[src/rtl/octal_dac_pkg.sv]
// Shared types for the eight-channel DAC register bank.
// Assumes the bus data word is at least 8 bits wide. The packed field order
// of each struct matches the bit order of the bus word it is loaded from.
package octal_dac_pkg;

    // System word, loaded from wdata[5:1]
    typedef struct packed {
        logic sys_clear;
        logic sys_standby;
        logic powered;
        logic coding_offset;
        logic fmt_byte;
    } sys_word_t;

    // Channel word, loaded from wdata[5:1]
    typedef struct packed {
        logic [1:0] ref_sel;
        logic       clr_req;
        logic       awake;
        logic       tgt_sub;
    } ch_word_t;

    localparam sys_word_t SYS_RESET = '{sys_clear: 1'b0, sys_standby: 1'b1,
                                       powered: 1'b1, coding_offset: 1'b0,
                                       fmt_byte: 1'b0};
    localparam ch_word_t  CH_RESET  = '{ref_sel: 2'b00, clr_req: 1'b0,
                                       awake: 1'b1, tgt_sub: 1'b0};

    localparam int unsigned TARGET_BIT = 0;  // 0 = system word, 1 = channel word
    localparam int unsigned FIELD_LO   = 1;
    localparam int unsigned FIELD_HI   = 5;

endpackage

[src/rtl/dac_sys_ctrl.sv]
// Shared front end: holds the system word, assembles data words (word or
// byte-pair format), converts them to offset binary and detects the load
// strobe's rising edge. Assumes CODE_W is greater than 8 so that byte mode has
// at least one high bit.
module dac_sys_ctrl
    import octal_dac_pkg::*;
#(
    parameter int CODE_W = 10
) (
    input  logic              clk,
    input  logic              rst_n,
    input  logic              wr_en,
    input  logic              mode_sel,
    input  logic [CODE_W-1:0] wdata,
    input  logic              load_strobe,
    output sys_word_t         sys_q,
    output logic              data_we,
    output logic [CODE_W-1:0] data_word,
    output logic              route_fixed,
    output logic              route_sub,
    output logic              load_edge,
    output logic [CODE_W-1:0] clr_level
);
    localparam int HI_W = CODE_W - 8;
    localparam logic [CODE_W-1:0] MID = CODE_W'(1) << (CODE_W - 1);

    logic       sys_we;
    logic       hi_phase;
    logic [7:0] low_q;
    logic       strobe_q;
    logic [CODE_W-1:0] raw_word;

    assign sys_we = wr_en & ~mode_sel & ~wdata[TARGET_BIT];

    // Holds the shared system word
    always_ff @(posedge clk) begin
        if (!rst_n)      sys_q <= SYS_RESET;
        else if (sys_we) sys_q <= sys_word_t'(wdata[FIELD_HI:FIELD_LO]);
    end

    // Tracks which half of a byte pair comes next and keeps the low byte
    always_ff @(posedge clk) begin
        if (!rst_n) begin
            hi_phase <= 1'b0;
            low_q    <= '0;
        end else if (sys_we) begin
            hi_phase <= 1'b0;
        end else if (wr_en && mode_sel && sys_q.fmt_byte) begin
            if (!hi_phase) low_q <= wdata[7:0];
            hi_phase <= ~hi_phase;
        end
    end

    // Delays the load strobe for edge detection
    always_ff @(posedge clk) begin
        if (!rst_n) strobe_q <= 1'b0;
        else        strobe_q <= load_strobe;
    end

    // Forms the staged word and its routing
    always_comb begin
        raw_word    = sys_q.fmt_byte ? {wdata[HI_W:1], low_q} : wdata;
        data_word   = sys_q.coding_offset ? raw_word : (raw_word ^ MID);
        data_we     = wr_en & mode_sel & (~sys_q.fmt_byte | hi_phase);
        route_fixed = sys_q.fmt_byte;
        route_sub   = wdata[0];
        load_edge   = load_strobe & ~strobe_q;
        clr_level   = sys_q.coding_offset ? '0 : MID;
    end

    p_edge_once_r6: assert property (@(posedge clk) disable iff (!rst_n)
        load_edge |=> !load_edge);
    p_pair_restart_r7: assert property (@(posedge clk) disable iff (!rst_n)
        sys_we |=> !hi_phase);
    p_low_only_r7: assert property (@(posedge clk) disable iff (!rst_n)
        (wr_en && mode_sel && sys_q.fmt_byte && !hi_phase) |=> hi_phase);

endmodule

[src/rtl/dac_channel.sv]
// One channel: control word, staged main/sub codes and active output codes.
// Assumes the write, data and load-edge strobes arrive already qualified for
// this channel. System clear outranks the load edge, which outranks a data
// write.
module dac_channel
    import octal_dac_pkg::*;
#(
    parameter int CODE_W = 10
) (
    input  logic              clk,
    input  logic              rst_n,
    input  logic              ctrl_we,
    input  ch_word_t          ctrl_wdata,
    input  logic              data_we,
    input  logic [CODE_W-1:0] data_word,
    input  logic              route_fixed,
    input  logic              route_sub,
    input  logic              load_edge,
    input  logic              sys_clear,
    input  logic [CODE_W-1:0] clr_level,
    output ch_word_t          ctrl_q,
    output logic [CODE_W-1:0] main_code,
    output logic [CODE_W-1:0] sub_code
);
    localparam logic [CODE_W-1:0] MID = CODE_W'(1) << (CODE_W - 1);

    logic [CODE_W-1:0] stg_main;
    logic [CODE_W-1:0] stg_sub;
    logic              to_sub;

    assign to_sub = route_fixed ? route_sub : ctrl_q.tgt_sub;

    // Holds the channel control word and consumes a clear request on load
    always_ff @(posedge clk) begin
        if (!rst_n)         ctrl_q <= CH_RESET;
        else if (ctrl_we)   ctrl_q <= ctrl_wdata;
        else if (load_edge) ctrl_q.clr_req <= 1'b0;
    end

    // Staged main code with clear priority
    always_ff @(posedge clk) begin
        if (!rst_n)                            stg_main <= MID;
        else if (sys_clear)                    stg_main <= clr_level;
        else if (load_edge && ctrl_q.clr_req)  stg_main <= clr_level;
        else if (data_we && !to_sub)           stg_main <= data_word;
    end

    // Staged sub code, untouched by any clear
    always_ff @(posedge clk) begin
        if (!rst_n)                stg_sub <= MID;
        else if (data_we && to_sub) stg_sub <= data_word;
    end

    // Active codes seen by the converters
    always_ff @(posedge clk) begin
        if (!rst_n) begin
            main_code <= MID;
            sub_code  <= MID;
        end else begin
            if (sys_clear)      main_code <= clr_level;
            else if (load_edge) main_code <= ctrl_q.clr_req ? clr_level : stg_main;
            if (load_edge)      sub_code  <= stg_sub;
        end
    end

    p_main_hold_r6: assert property (@(posedge clk) disable iff (!rst_n)
        (!load_edge && !sys_clear) |=> $stable(main_code));
    p_sub_hold_r6: assert property (@(posedge clk) disable iff (!rst_n)
        !load_edge |=> $stable(sub_code));
    p_sys_clear_level_r8: assert property (@(posedge clk) disable iff (!rst_n)
        sys_clear |=> main_code == $past(clr_level));
    p_ch_clear_level_r9: assert property (@(posedge clk) disable iff (!rst_n)
        (load_edge && ctrl_q.clr_req && !sys_clear) |=> main_code == $past(clr_level));
    p_clear_consumed_r9: assert property (@(posedge clk) disable iff (!rst_n)
        (load_edge && !ctrl_we) |=> !ctrl_q.clr_req);

endmodule

[src/rtl/octal_dac_regs.sv]
// Top of the eight-channel DAC register bank. Decodes mode and address into
// per-channel strobes, instantiates the shared front end and one block per
// channel, and forms the standby, enable and reference-select outputs.
// Assumes one bus write per cycle and a load strobe wider than one clock is
// acceptable (edge detected).
module octal_dac_regs
    import octal_dac_pkg::*;
#(
    parameter int NUM_CH = 8,
    parameter int CODE_W = 10,
    parameter int ADDR_W = 3
) (
    input  logic                     clk,
    input  logic                     rst_n,
    input  logic                     wr_en,
    input  logic                     mode_sel,
    input  logic [ADDR_W-1:0]        addr,
    input  logic [CODE_W-1:0]        wdata,
    input  logic                     load_strobe,
    output logic [NUM_CH*CODE_W-1:0] main_code,
    output logic [NUM_CH*CODE_W-1:0] sub_code,
    output logic [NUM_CH-1:0]        ch_standby,
    output logic [NUM_CH-1:0]        ch_enable,
    output logic [NUM_CH*2-1:0]      ref_sel
);
    sys_word_t         sys_q;
    logic              data_we;
    logic [CODE_W-1:0] data_word;
    logic              route_fixed;
    logic              route_sub;
    logic              load_edge;
    logic [CODE_W-1:0] clr_level;
    logic              ch_ctl_we;
    ch_word_t          ch_wdata;

    assign ch_ctl_we = wr_en & ~mode_sel & wdata[TARGET_BIT];
    assign ch_wdata  = ch_word_t'(wdata[FIELD_HI:FIELD_LO]);

    dac_sys_ctrl #(.CODE_W(CODE_W)) u_front (
        .clk         (clk),
        .rst_n       (rst_n),
        .wr_en       (wr_en),
        .mode_sel    (mode_sel),
        .wdata       (wdata),
        .load_strobe (load_strobe),
        .sys_q       (sys_q),
        .data_we     (data_we),
        .data_word   (data_word),
        .route_fixed (route_fixed),
        .route_sub   (route_sub),
        .load_edge   (load_edge),
        .clr_level   (clr_level)
    );

    for (genvar i = 0; i < NUM_CH; i++) begin : g_ch
        ch_word_t ctrl_q;
        logic     hit;

        assign hit = (addr == ADDR_W'(i));

        dac_channel #(.CODE_W(CODE_W)) u_ch (
            .clk         (clk),
            .rst_n       (rst_n),
            .ctrl_we     (ch_ctl_we & hit),
            .ctrl_wdata  (ch_wdata),
            .data_we     (data_we & hit),
            .data_word   (data_word),
            .route_fixed (route_fixed),
            .route_sub   (route_sub),
            .load_edge   (load_edge),
            .sys_clear   (sys_q.sys_clear),
            .clr_level   (clr_level),
            .ctrl_q      (ctrl_q),
            .main_code   (main_code[i*CODE_W +: CODE_W]),
            .sub_code    (sub_code[i*CODE_W +: CODE_W])
        );

        // Per-channel flags from the shared and channel words
        always_comb begin
            ch_standby[i]    = sys_q.sys_standby | ~ctrl_q.awake;
            ch_enable[i]     = sys_q.powered & ~ch_standby[i];
            ref_sel[i*2 +: 2] = ctrl_q.ref_sel;
        end
    end

    p_powerdown_enable_r10: assert property (@(posedge clk) disable iff (!rst_n)
        !sys_q.powered |-> (ch_enable == '0));
    p_sys_standby_r3: assert property (@(posedge clk) disable iff (!rst_n)
        sys_q.sys_standby |-> (&ch_standby));

endmodule

[config.mk]
export PLATFORM = sky130hd
export DESIGN_NAME = octal_dac_regs
export DESIGN_NICKNAME = d
export VERILOG_FILES = /design/src/rtl/octal_dac_pkg.sv /design/src/rtl/dac_sys_ctrl.sv /design/src/rtl/dac_channel.sv /design/src/rtl/octal_dac_regs.sv
export SDC_FILE = /design/constraint.sdc
export NUM_CORES = 1
export LEC_CHECK = 0
export ABC_AREA = 1
export BUFFER_PORTS_ARGS = -buffer_cell sky130_fd_sc_hd__buf_4
export CAP_MARGIN = 20
export CORE_UTILIZATION = 55
export DETAILED_ROUTE_END_ITERATION = 7
export PLACE_DENSITY_LB_ADDON = 0.2
export SLEW_MARGIN = 10
export SYNTH_ARGS = -nofsm -noshare
export SYNTH_HDL_FRONTEND = slang
export SYNTH_SLANG_ARGS = --single-unit
export TNS_END_PERCENT = 10
[constraint.sdc]
create_clock -name clk -period 1.9 [get_ports clk]
set_clock_uncertainty 0.1 [all_clocks]
set_input_delay 0.38 -clock clk [delete_from_list [all_inputs] [get_ports clk]]
set_output_delay 0.38 -clock clk [all_outputs]
set_load 0.03 [all_outputs]
==> run summary, run 1 <==
- **clock tree from TritonCTS** done
- **CTS Root Cell** sky130_fd_sc_hd__clkbuf_16
- **remaining routing DRC violations** 0
- **Tmin final** 1840 ps
- **number of hold violations in the final report** 0
- **number of rows in the core area** 57
- **run status** finished, final reports clean
- **unrepaired setup endpoints after global routing** true
- **most area-hungry cell type in the Yosys netlist** sky130_fd_sc_hd__dfxtp_1
- **post-detailed-placement cell area** 16100 um^2
- **share of total power in combinational logic** 10.4%
- **Final HPWL DP** 25900 um
- **Clk Latency, worst-skew pair** 530 ps
- **average size of a mapped cell** 7.65 um^2
- **number of DRC violations after detailed-routing iteration 0** 1027
- **classification of the worst-slack hold path** in -> reg
- **vias in the first global route** 11800
- **type of element capturing the critical path** output port
- **die boundary height** 161 um
- **Routed Antenna Nets** 0
- **Slew headroom** 69.0%
- **IR Drop Worst-Case VDD** 0.000768 V
- **DIE AREA** 26000 um^2
- **type of the worst setup path** reg -> out
- **startpoint type of the worst setup path** register
- **Detailed Routing Iterations Pass 1** 6
- **wire length of the first global-routing pass** 60100 um
- **count of max-cap constraint violations** 0
- **number of buffers created by CTS** 38
- **Max Slew Vio Count** 0
- **internal power** 12.9 mW
- **ratio of final minimum period to clock period** 96.8%
- **Congestion Overflow GR** 0
- **sequential area share after synthesis** 53.9%
- **fin area** 17400 um^2
- **clock share of power** 41.8%
- **layout-stage area growth over the synthesis result** 24.8%
- **pwr dens** 985 nW/um^2
- **via count normalized by instance count** 5.39
- **synth warn** 0
- **Net Count, Synth** 1838
- **top-level port count** 210
- **vias after detailed routing** 12800
- **register share of total power** 47.8%
- **final setup vio count** 0
- **worst hold slack** 19.6 ps
- **final-stage net count** 2050
- **Crit path arrival time** 1360 ps
- **pin count of the biggest net entering global routing** 107
- **maximum clock frequency** 0.543 GHz
- **leakage power** 7.33 nW
- **# H-tree levels** 2
- **power consumption** 17.1 mW
- **share of Yosys cell area claimed by the top area cell type** 53.9%
- **unique cell type count in the Yosys netlist** 27
- **effective utilization at floorplan** 56.6%
- **number of antenna violations at the first check in global routing** 0
- **post-synthesis instance area** 13900 um^2
- **setup repair bufs after CTS** 0
- **CTS Buffer Depth** 3
- **total routing usage reported by global routing** 28.7%
- **fraction of layout cells with a size suffix above 1** 19.1%
- **number of antenna cells inserted** 0
- **Yosys reg bits** 375
- **number of port buffers** 209
- **Switching Fraction** 24.9%
- **gate count of the mapped netlist** 1820
- **top cells by area in the synthesized netlist** sky130_fd_sc_hd__dfxtp_1, sky130_fd_sc_hd__nor2_1, sky130_fd_sc_hd__o21ai_0, sky130_fd_sc_hd__nand2_1, sky130_fd_sc_hd__nand3_1
- **CTS clk-pin slew, worst paths** 60 ps
- **total number of clock tree sinks** 375
- **Data required, critical path** 1420 ps
- **final routed wirelength across all metal layers** 37700 um
- **Core Region** 24600 um^2
- **maximum fanout count along the critical path** 5
- **die width** 161 um
- **net load switching power** 4.26 mW
- **Avg WL per Cell** 15.9 um
- **Placer Congestion** 0.898
- **transition at the pin with the smallest max-transition slack** 463 ps
## final timing paths
check                                             start  cells past startpoint  slack (ps)                  endpoint
worst max register to register      u_front.route_fixed                      7         110   g_ch[4].u_ch.stg_sub[0]
worst max-delay path                   u_front.sys_q[2]                      3          60              ch_enable[6]
worst min register to register  g_ch[4].u_ch.stg_sub[9]                      2         360  g_ch[4].u_ch.sub_code[9]
worst min-delay path                           wdata[7]                      3          20          u_front.low_q[7]
## power by group through the flow
| stage | registers, mW | logic [mW] | clock network, mW |
|---|---|---|---|
| finish | 8.18 | 1.78 | 7.15 |
| global route | 8.20 | 1.92 | 7.57 |
| CTS | 8.18 | 1.76 | 7.23 |
| detailed placement | 8.35 | 1.74 | 0 |
| global placement | 8.34 | 1.72 | 0 |
| floorplan | 8.58 | 0.825 | 0 |
## per-layer routing
layer / wire (um) / GRT usage [%] / up-vias
li1: - / - / 6353
met1: 16100 / 37.0 / 5896
met2: 17700 / 48.2 / 472
met3: 2450 / 3.90 / 106
met4: 1480 / 12.2 / 0
met5: 0 / 0 / -
## metrics by stage
step | std cells | setup TNS (ps) | util, % | setup WS, ps
after floorplan | 1820 | 0 | - | 335
after CTS | 2377 | 0 | 70.3 | 2.45
after global placement | 2312 | 0 | 65.4 | 27.7
after global routing | 2378 | -117 | 70.6 | -32.1
final | 2378 | 0 | 70.6 | 59.9
after detailed placement | 2312 | -6.40 | 65.4 | -6.40
## final cells by class
cell class | count | area (um^2)
Timing Repair inverter | 1 | 7.51
Timing Repair Buffer | 299 | 2420
Sequential cell | 375 | 7510
Multi-Input combinational cell | 1227 | 5490
Fill cell | 2006 | 7230
Inverter | 90 | 358
Clock inverter | 5 | 60.1
Tap cell | 324 | 405
Clock buffer | 57 | 1120
## flip-flops by register name (all words and copies together) (netlist names)
register,cells
g_ch.u_ch.ctrl_q,40
u_front.sys_q,4
u_front.hi_phase,1
u_front.route_fixed,1
g_ch.u_ch.sub_code,80
g_ch.u_ch.stg_main,80
g_ch.u_ch.main_code,80
u_front.low_q,8
g_ch.u_ch.stg_sub,80
u_front.strobe_q,1
## synthesized netlist by cell type (all sizes together)
cell type and n:
clkinv 14, nand2 225, nand4 15, a21boi 4, nand3 152, inv 76
nor2 416, clkbuf 64, a21oi 152, nand3b 2, o21ai 251, o211ai 7
dfxtp 375, nor3 2, a211oi 1, buf 64
## kinds of logic after synthesis
logic type | synth area share [%]
AND/OR/NAND/NOR | 23.8
flip-flops | 53.9
buffers and inverters | 6.94
AO/OA/AOI/OAI | 15.3
## placed cells by master (no fill, tap or decap), types with 4 or more instances in the layout
| cell | n |
|---|---|
| sky130_fd_sc_hd__nand4_1 | 15 |
| sky130_fd_sc_hd__a21oi_1 | 151 |
| sky130_fd_sc_hd__nand2_2 | 9 |
| sky130_fd_sc_hd__clkbuf_16 | 39 |
| sky130_fd_sc_hd__nor2_4 | 4 |
| sky130_fd_sc_hd__nand3_1 | 151 |
| sky130_fd_sc_hd__o211ai_1 | 7 |
| sky130_fd_sc_hd__buf_12 | 13 |
| sky130_fd_sc_hd__a21boi_1 | 4 |
| sky130_fd_sc_hd__o21ai_1 | 14 |
| sky130_fd_sc_hd__dfxtp_1 | 374 |
| sky130_fd_sc_hd__nor2_2 | 6 |
| sky130_fd_sc_hd__inv_2 | 11 |
| sky130_fd_sc_hd__clkinv_1 | 8 |
| sky130_fd_sc_hd__clkinvlp_4 | 6 |
| sky130_fd_sc_hd__nor2_1 | 406 |
| sky130_fd_sc_hd__clkbuf_1 | 10 |
| sky130_fd_sc_hd__o21ai_2 | 5 |
| sky130_fd_sc_hd__nand2_1 | 216 |
| sky130_fd_sc_hd__buf_4 | 281 |
| sky130_fd_sc_hd__inv_1 | 65 |
| sky130_fd_sc_hd__o21ai_0 | 232 |
| sky130_fd_sc_hd__clkbuf_8 | 8 |
## worst max-delay path: stages, from the launching register on
cell                         delay (ps)
sky130_fd_sc_hd__dfxtp_2            380
sky130_fd_sc_hd__clkinvlp_4         150
sky130_fd_sc_hd__nor2_1             140
sky130_fd_sc_hd__buf_4              170
## what timing repair did
item,in CTS,in global routing
hold buffers,3,0
resized for setup,1,19
setup endpoints to repair,8,96
hold endpoints to repair,3,0
cloned,0,1
Power figures use the tool's default switching activity.
==> run 2: changes to the inputs <==
Settings changed: CORE_UTILIZATION 55 to 50.
==> run summary, run 2 (synthesis results as in run 1) <==
- **Data required, critical path** 1420 ps, about the same
- **chain of cells forming the critical path** clkinvlp_4, nor2_1, buf_4
- **startpoint type of the worst setup path** register
- **DIE AREA** 28500 um^2, +9.9%
- **CTS Buffer Depth** 3, unchanged
- **number of port buffers** 209, unchanged
- **Placer Congestion** 0.876, -2.5%
- **Switching Fraction** 24.0%, -0.90 points
- **internal power** 14.0 mW, +8.6%
- **Tmin final** 1800 ps, -43.8 ps
- **worst setup path startpoint** u_front.sys_q[2]
- **Avg WL per Cell** 15.7 um, -0.83%
- **routed wl met2** 18200 um, +2.8%
- **worst-case hold path end point** g_ch[2].u_ch.ctrl_q[1]
- **die boundary height** 169 um, +4.8%
- **final-stage net count** 2046, -0.20%
- **Final Non-Filler Cells** 2428, +2.1%
- **net load switching power** 4.41 mW, +3.4%
- **maximum fanout count along the critical path** 9, +4
- **final routed wirelength across all metal layers** 38200 um, +1.3%
- **end-of-flow core utilization** 64.9%, -5.7 points
- **vias in the first global route** 12100, +1.9%
- **crit path buf inv count** 2, unchanged
- **number of antenna cells inserted** 0, unchanged
- **number of DRC violations after detailed-routing iteration 0** 964, -6.1%
- **transition at the pin with the smallest max-transition slack** 475 ps, +12.1 ps
- **type of element capturing the critical path** output port
- **effective utilization at floorplan** 51.4%, -5.2 points
- **type of the worst setup path** reg -> out
- **Crit path arrival time** 1320 ps, -40 ps
- **number of buffers created by CTS** 39, +2.6%
- **Total Negative Setup Slacks** 0 ps, unchanged
- **fill cell total of the finished layout** 2338, +17%
- **pwr dens** 1040 nW/um^2, +6.0%
- **total number of clock tree sinks** 375, unchanged
- **maximum cell stage delay along the critical path** 340 ps, -40 ps
- **Critical-path top delay cell** sky130_fd_sc_hd__dfxtp_2
- **Worst R2R Setup Slack** 130 ps, +20 ps
- **CTS Root Cell** sky130_fd_sc_hd__clkbuf_16
- **Met1 Routed Length** 16700 um, +3.8%
- **final setup vio count** 0, unchanged
- **wire length of the first global-routing pass** 61000 um, +1.5%
- **number of hold violations in the final report** 0, unchanged
- **Max Slew Vio Count** 0, unchanged
- **vias after detailed routing** 12700, -1.1%
- **most frequent cells in the layout** sky130_fd_sc_hd__nor2_1, sky130_fd_sc_hd__dfxtp_1, sky130_fd_sc_hd__buf_4, sky130_fd_sc_hd__o21ai_0, sky130_fd_sc_hd__nand2_1
- **Final HPWL DP** 26000 um, +0.58%
- **ratio of final minimum period to clock period** 94.5%, -2.3 points
- **post-detailed-placement cell area** 16100 um^2, about the same
- **classification of the worst-slack hold path** in -> reg
- **# H-tree levels** 2, unchanged
- **number of cells on the worst hold path** 3, unchanged
- **register share of total power** 44.5%, -3.3 points
- **IR Drop Worst-Case VDD** 0.000713 V, -7.2%
- **remaining routing DRC violations** 0, unchanged
- **count of max-cap constraint violations** 0, unchanged
- **clock tree from TritonCTS** done
- **fraction of layout cells with a size suffix above 1** 19.2%, +0.079 points
- **fin area** 17600 um^2, +1.3%
- **worst r2r dst** g_ch[0].u_ch.stg_sub[5]
- **CTS clk-pin slew, worst paths** 60 ps, about the same
- **via count normalized by instance count** 5.23, -3.1%
- **most frequent standard cell in the layout excluding fill and tap cells** sky130_fd_sc_hd__nor2_1
- **unrepaired setup endpoints after global routing** true
- **Routed Antenna Nets** 0, unchanged
- **clock share of power** 45.9%, +4.1 points
- **Cells after DPL** 2355, +1.9%
- **pin count of the biggest net entering global routing** 128, +20%
- **maximum clock frequency** 0.557 GHz, +2.4%
- **top-level port count** 210, unchanged
- **run status** finished, final reports clean
- **total routing usage reported by global routing** 26.6%, -2.1 points
- **layout-stage area growth over the synthesis result** 26.4%
- **leakage power** 7.42 nW, +1.3%
- **number of antenna violations at the first check in global routing** 0, unchanged
- **highest signal layer in the routed design** met4
- **die width** 169 um, +4.8%
- **number of cells traversed by the worst register-to-register path** 8, +1
- **Detailed Routing Iterations Pass 1** 5, -1
- **Congestion Overflow GR** 0, unchanged
- **share of total power in combinational logic** 9.6%, -0.8 points
- **Clk Latency, worst-skew pair** 530 ps, about the same
- **setup repair bufs after CTS** 0, unchanged
- **hold_sp** wdata[2]
- **detailed route wirelength on metal3** 2100 um, -14%
- **r2r startpoint** u_front.hi_phase
- **Top delay family on crit path** flip-flops
- **Slew headroom** 68.3%, -0.70 points
- **Core Region** 27100 um^2, +10%
- **worst hold slack** 46.4 ps, +26.8 ps
- **number of rows in the core area** 60, +5.3%
[run 2: cell types whose count changed in the layout (fill, tap and decap cells not counted), sizes merged]
cell	before	now
buf	296	291
bufinv	1	8
clkbuf	57	56
clkinv	11	13
clkinvlp	6	3
dlygate4sd3	3	4
inv	78	79
[run 2: worst max path at each step]
stage | to | slack (ps) | cells past startpoint
3_3_place_gp | g_ch[3].u_ch.stg_main[9] | 7 | 8
4_1_cts | g_ch[6].u_ch.stg_main[9] | 20 | 7
3_5_place_dp | g_ch[6].u_ch.stg_main[9] | -40 | 9
5_1_grt | ch_enable[7] | -20 | 3
6_report | ch_enable[3] | 100 | 3
2_1_floorplan | ch_enable[0] | 330 | 3
[run 2: through the flow]
step	power [mW]	worst slack, ps
floorplan	9.40	335
global placement	10.1	6.83
detailed placement	10.1	-37.1
CTS	18.5	18.7
global route	18.9	-21.3
finish	18.4	104
[run 2: repair_timing]
| item | CTS | global route |
|---|---|---|
| endpoints found under the hold margin | 4 | 0 |
| resized for setup | 1 | 10 |
| cloned | 0 | 0 |
| pin swaps | 0 | 1 |
| hold buffers | 4 | 0 |
| endpoints found under the setup margin | 8 | 100 |
[run 2: area by class of cell]
cell class | instances | area, um^2 | area share [%]
Clock buffer | 56 | 1160 | 6.59
Clock inverter | 13 | 277 | 1.57
Inverter | 90 | 350 | 1.99
Multi-Input combinational cell | 1227 | 5470 | 31.1
Sequential cell | 375 | 7510 | 42.7
Tap cell | 372 | 465 | 2.65
Timing Repair Buffer | 295 | 2360 | 13.4
[run 2: tightest hold or removal path, stage by stage]
cell,delay (ps)
sky130_fd_sc_hd__buf_4,130
sky130_fd_sc_hd__nand2_1,60
sky130_fd_sc_hd__nand3_1,60
[run 2: power groups by stage]
| stage | clock, mW | sequential [mW] | combinational, mW |
|---|---|---|---|
| after floorplan | 0 | 8.58 | 0.825 |
| after global placement | 0 | 8.34 | 1.72 |
| after detailed placement | 0 | 8.35 | 1.74 |
| after CTS | 8.53 | 8.18 | 1.75 |
| after global routing | 8.82 | 8.19 | 1.91 |
| final | 8.43 | 8.18 | 1.76 |
[run 2: metal layers]
layer  vias to the layer above  GRT usage, %
met2                       384          46.1
met1                      5870          33.6
li1                       6363             -
met5                         -             0
met3                        74          3.86
met4                         0          10.0
